[config.mk]
export PLATFORM = sky130hd
export DESIGN_NAME = ep_status_recorder
export DESIGN_NICKNAME = d
export VERILOG_FILES = /design/src/rtl/epsr_pkg.sv /design/src/rtl/epsr_cmd_decode.sv /design/src/rtl/epsr_slot.sv /design/src/rtl/ep_status_recorder.sv
export SDC_FILE = /design/constraint.sdc
export NUM_CORES = 1
export LEC_CHECK = 0
export BUFFER_PORTS_ARGS = -buffer_cell sky130_fd_sc_hd__buf_2
export CORE_MARGIN = 2
export CORE_UTILIZATION = 60
export CTS_BUF_LIST = sky130_fd_sc_hd__clkbuf_8
export DETAILED_ROUTE_END_ITERATION = 12
export GPL_ROUTABILITY_DRIVEN = 0
export MAX_ROUTING_LAYER = met4
export PLACE_DENSITY = 0.78
export SKIP_LAST_GASP = 1
export SLEW_MARGIN = 20
export SYNTH_ARGS = -nofsm -noshare
export SYNTH_HDL_FRONTEND = slang
export SYNTH_SLANG_ARGS = --single-unit
[constraint.sdc]
create_clock -name clk -period 1.85 [get_ports clk]
set_input_delay 0.0925 -clock clk [delete_from_list [all_inputs] [get_ports clk]]
set_output_delay 0.0925 -clock clk [all_outputs]
set_load 0.01 [all_outputs]
[src/rtl/epsr_pkg.sv]
package epsr_pkg;

    localparam int ERR_W = 4;

    typedef struct packed {
        logic             unread;   // overrun: record replaced before it was read
        logic             pid;      // PID type of last good packet
        logic [ERR_W-1:0] err;      // error code of last transaction
        logic             pending;  // record written and not yet consumed
    } rec_t;

    typedef struct packed {
        logic       valid;
        logic [7:0] data;
    } resp_t;

    function automatic logic [7:0] pack_rec(input rec_t r);
        return {r.unread, r.pid, 2'b00, r.err};
    endfunction

endpackage

[src/rtl/epsr_cmd_decode.sv]
module epsr_cmd_decode #(
    parameter int         NUM_EP   = 16,
    parameter logic [7:0] CMD_BASE = 8'hA0
) (
    input  logic                      rd_valid,
    input  logic [7:0]                rd_cmd,
    output logic                      hit,
    output logic [$clog2(NUM_EP)-1:0] idx
);
    localparam int IDX_W = $clog2(NUM_EP);

    always_comb begin
        hit = rd_valid && (rd_cmd[7:IDX_W] == CMD_BASE[7:IDX_W]);
        idx = rd_cmd[IDX_W-1:0];
    end

endmodule

[src/rtl/epsr_slot.sv]
module epsr_slot
    import epsr_pkg::*;
(
    input  logic             clk,
    input  logic             rst_n,
    input  logic             evt_hit,
    input  logic [ERR_W-1:0] evt_err,
    input  logic             evt_ok,
    input  logic             evt_pid,
    input  logic             rd_hit,
    output rec_t             rec_o
);
    rec_t rec_d, rec_q;

    always_comb begin
        rec_d = rec_q;
        if (rd_hit) begin
            rec_d.unread  = 1'b0;
            rec_d.pending = 1'b0;
        end
        if (evt_hit) begin
            if (rec_q.pending || rd_hit) begin
                rec_d.unread = 1'b1;
            end
            rec_d.pending = 1'b1;
            rec_d.err     = evt_err;
            if (evt_ok) begin
                rec_d.pid = evt_pid;
            end
        end
    end

    always_ff @(posedge clk) begin
        if (!rst_n) begin
            rec_q <= '0;
        end else begin
            rec_q <= rec_d;
        end
    end

    assign rec_o = rec_q;

    assert_err_load_R4: assert property (@(posedge clk) disable iff (!rst_n)
        evt_hit |=> rec_q.err == $past(evt_err));

    assert_fail_keeps_pid_R5: assert property (@(posedge clk) disable iff (!rst_n)
        (evt_hit && !evt_ok) |=> $stable(rec_q.pid));

    assert_overrun_set_R7: assert property (@(posedge clk) disable iff (!rst_n)
        (evt_hit && rec_q.pending) |=> rec_q.unread);

    assert_read_clears_R8: assert property (@(posedge clk) disable iff (!rst_n)
        (rd_hit && !evt_hit) |=> (!rec_q.unread && !rec_q.pending));

    assert_collision_R9: assert property (@(posedge clk) disable iff (!rst_n)
        (rd_hit && evt_hit) |=> (rec_q.unread && rec_q.pending));

endmodule

[src/rtl/ep_status_recorder.sv]
module ep_status_recorder
    import epsr_pkg::*;
#(
    parameter int         NUM_EP   = 16,
    parameter logic [7:0] CMD_BASE = 8'hA0
) (
    input  logic                      clk,
    input  logic                      rst_n,
    input  logic                      evt_valid,
    input  logic [$clog2(NUM_EP)-1:0] evt_ep,
    input  logic [ERR_W-1:0]          evt_err,
    input  logic                      evt_ok,
    input  logic                      evt_pid,
    input  logic                      rd_valid,
    input  logic [7:0]                rd_cmd,
    output logic                      rd_data_valid,
    output logic [7:0]                rd_data
);
    localparam int IDX_W = $clog2(NUM_EP);

    logic             rd_hit;
    logic [IDX_W-1:0] rd_idx;
    rec_t             recs   [NUM_EP];
    logic [NUM_EP-1:0] slot_rd;
    logic [NUM_EP-1:0] slot_evt;

    epsr_cmd_decode #(
        .NUM_EP   (NUM_EP),
        .CMD_BASE (CMD_BASE)
    ) i_decode (
        .rd_valid (rd_valid),
        .rd_cmd   (rd_cmd),
        .hit      (rd_hit),
        .idx      (rd_idx)
    );

    for (genvar g = 0; g < NUM_EP; g++) begin : g_slot
        assign slot_evt[g] = evt_valid && (evt_ep == IDX_W'(g));
        assign slot_rd[g]  = rd_hit && (rd_idx == IDX_W'(g));

        epsr_slot i_slot (
            .clk     (clk),
            .rst_n   (rst_n),
            .evt_hit (slot_evt[g]),
            .evt_err (evt_err),
            .evt_ok  (evt_ok),
            .evt_pid (evt_pid),
            .rd_hit  (slot_rd[g]),
            .rec_o   (recs[g])
        );
    end

    resp_t resp_d, resp_q;

    always_comb begin
        resp_d.valid = rd_hit;
        resp_d.data  = rd_hit ? pack_rec(recs[rd_idx]) : 8'h00;
    end

    always_ff @(posedge clk) begin
        if (!rst_n) begin
            resp_q <= '0;
        end else begin
            resp_q <= resp_d;
        end
    end

    assign rd_data_valid = resp_q.valid;
    assign rd_data       = resp_q.data;

    assert_one_slot_read_R8: assert property (@(posedge clk) disable iff (!rst_n)
        $onehot0(slot_rd));

    assert_resp_timing_R1: assert property (@(posedge clk) disable iff (!rst_n)
        (rd_valid && rd_cmd[7:IDX_W] == CMD_BASE[7:IDX_W]) |=> rd_data_valid);

    assert_no_resp_R2: assert property (@(posedge clk) disable iff (!rst_n)
        !(rd_valid && rd_cmd[7:IDX_W] == CMD_BASE[7:IDX_W]) |=> !rd_data_valid);

    assert_rsvd_zero_R6: assert property (@(posedge clk) disable iff (!rst_n)
        rd_data[5:4] == 2'b00);

endmodule

==> flow_metrics.py <==
metrics = {
    "critical_path": {
        "required_ns": 2.15,
        "critPathKind": "reg2reg",
        "end_kind": "register",
        "cp-start-kind": "register",
        "cp_max_fo": 2,
        "crit_arrival_ns": 1.72,
    },
    "timing": {
        "hold_viol_final": 0,
        "setup-tns-final_ns": 0,
        "layout_setup_ws_ns": 0.429,
        "rsz0062_at_grt": "false",
        "period_minus_slack_ns": 1.42,
        "whs_ns": 0.0603,
        "setup_viol": 0,
        "slew_violations": 0,
        "max_freq_mhz": 703,
        "worst_pin_slew_ns": 0.635,
        "finalCritPeriodShare_pct": 76.8,
        "slew_headroom_pct": 57.7,
        "final.setup_skew_ns": 0.00992,
    },
    "power_and_ir_drop": {
        "p_total_mw": 5.90,
        "p_leak_nw": 2.21,
        "powerDensity_mw_per_mm2": 930,
        "irDropWorstVdd_v": 0.000496,
    },
    "placement": {
        "dp_hpwl_um": 8870,
        "dp.cells": 702,
        "numPortBuffers": 28,
        "place_ws_ns": 0.110,
    },
    "yosys": {
        "ys_top_cells_by_area": "dfxtp_1 42%, mux4_2 9.5%, mux2i_1 8.3%, a21boi_0 6.5%, nor2b_1 5.5%",
        "avgSynthCellArea_um2": 9.76,
        "synth_ff_type": "dfxtp_1",
        "yosysTopAreaCell": "dfxtp_1",
        "async_reset_ff_share_pct": 0,
        "yosysSeqAreaShare_pct": 41.8,
        "synth_seq_cells": 119,
        "synthCells": 583,
        "synth.top_cells.by_count": "119 x dfxtp_1, 64 x nand2_1, 60 x nand3_1",
        "synth_edf_count": 0,
        "yosys_warnings": 0,
        "synth.distinct_cells": 40,
        "synth_most_common_cell": "dfxtp_1",
        "synth_top_area_share_pct": 41.8,
        "netlist_area_mm2": 0.00569,
    },
    "run": {
        "maxCapViolations": 0,
    },
    "global_routing": {
        "grt_pass1_wl_um": 22200,
        "antenna_found_initial": 0,
        "grt-ovfl-total": 0,
        "grt_max_degree": 65,
        "grtUsageTotal_pct": 29.0,
        "grt_pass1_vias": 4367,
    },
    "cells_and_area": {
        "diodes": 0,
        "areaGrowthSynthToFinish_pct": 11.4,
        "final_nets": 614,
        "drive_above_1_share_pct": 19.2,
        "instances_no_fill": 734,
    },
    "drt": {
        "wl_um": 13400,
        "wl_per_cell_um": 18.2,
        "drt_first_iter_violations": 343,
        "num_vias": 4489,
        "drcViolationCount": 0,
        "via_per_inst": 6.12,
        "detail-route-antenna-nets": 0,
        "first_pass_iters": 5,
    },
    "clock_tree": {
        "root_buffer": "clkbuf_8",
        "clk_path_buf_depth": 2,
        "hold_buffers": 0,
        "clkTransAtPathRegs_ns": 0.08,
        "cts_sinks": 119,
        "post-cts-setup-buffer-count": 0,
        "numCtsBuffers": 17,
        "clk_latency_ns": 0.44,
        "cts.htree.levels": 4,
        "cts_tree": "built",
        "cts_resized": 0,
    },
    "floorplanning": {
        "rows": 35,
        "die_area_mm2": 0.0103,
        "coreArea_mm2": 0.00924,
        "dieHeight_um": 101,
        "io_pins": 31,
        "start_util_pct": 61.6,
        "die_x_um": 101,
    },
    "worst_hold_path": {
        "min_path_type": "in2reg",
    },
    "run_status": {
        "outcome": "completed",
    },
}
## power breakdown
part	internal, mW	switching, mW	leakage (nW)	total, mW
clock	1.79	1.12	0.236	2.91
sequential	2.59	0.0142	0.960	2.60
combinational	0.144	0.246	1.02	0.390
total	4.52	1.38	2.21	5.90
## worst max-delay path: stages, from the launching register on
cell	delay [ns]
dfxtp_1	0.32
mux4_2	0.49
mux2_2	0.27
o21bai_1	0.13
a21oi_1	0.06
## per-stage QoR
stage,utilization (%),instance area (µm²)
after global placement,63.3,5850
after global routing,68.6,6340
after CTS,68.6,6340
final,68.6,6340
after floorplan,-,5700
after detailed placement,63.3,5850
## registers in the layout (all words and copies together), names as in the netlist
| signal | flops |
|---|---|
| g_slot.i_slot.rec_o | 112 |
| rd_data | 6 |
| rd_data_valid | 1 |
## layer usage
layer  wire length, µm  vias to the layer above  GRT usage, %  part of all wire (%)
li1                  -                     2087             -                     -
met1              5810                     2191          37.7                    43
met2              6520                      187          45.5                    49
met3               830                       24          5.18                   6.2
met4               227                        0          10.7                   1.7
met5                 0                        -             -                     0
## path summary, 6_finish.rpt
path / from / end / slack [ns] / cells past startpoint
setup / recovery: g_slot[10].i_slot.rec_o[1]$_SDFFE_PN0P_ / rd_data[0]$_SDFF_PN0_ / 0.43 / 4
hold / removal: evt_err[0] / g_slot[2].i_slot.rec_o[1]$_SDFFE_PN0P_ / 0.06 / 3
setup reg to reg: g_slot[10].i_slot.rec_o[1]$_SDFFE_PN0P_ / rd_data[0]$_SDFF_PN0_ / 0.43 / 4
hold reg to reg: g_slot[12].i_slot.rec_o[6]$_SDFF_PN0_ / g_slot[12].i_slot.rec_o[6]$_SDFF_PN0_ / 0.46 / 2
## cell type report
| type | count | area, µm² |
|---|---|---|
| inverters | 1 | 3.75 |
| fillers | 701 | 2900 |
| multi-input cells | 407 | 3020 |
| well taps | 129 | 161 |
| repair buffers | 46 | 275 |
| flip-flops and latches | 119 | 2380 |
| clock buffers | 18 | 248 |
| clock inverters | 14 | 246 |
## logic make-up after synthesis
| family | after synthesis | share of synthesized area [%] |
|---|---|---|
| AO/OA/AOI/OAI | 109 | 13.5 |
| buffers and inverters | 58 | 5.14 |
| flip-flops | 119 | 41.8 |
| multiplexers | 77 | 19.2 |
| other | 1 | 0.0659 |
| AND/OR/NAND/NOR | 219 | 20.2 |
## cell usage in the layout (no fill, tap or decap), types with 4 or more instances in the layout
| cell type | instances |
|---|---|
| mux2i_1 | 47 |
| dfxtp_1 | 119 |
| mux4_2 | 24 |
| nand2b_1 | 6 |
| clkbuf_8 | 18 |
| a21boi_0 | 49 |
| o21ai_0 | 20 |
| o21bai_2 | 4 |
| nand2_1 | 64 |
| nand3_1 | 60 |
| mux2_4 | 4 |
| buf_2 | 28 |
| bufinv_16 | 6 |
| nor2b_1 | 50 |
| o21a_1 | 7 |
| o2111ai_1 | 7 |
| o211ai_1 | 9 |
| nor3_1 | 10 |
| a21oi_1 | 9 |
| buf_4 | 18 |
| and2_1 | 8 |
(Power assumes the default switching activity.)
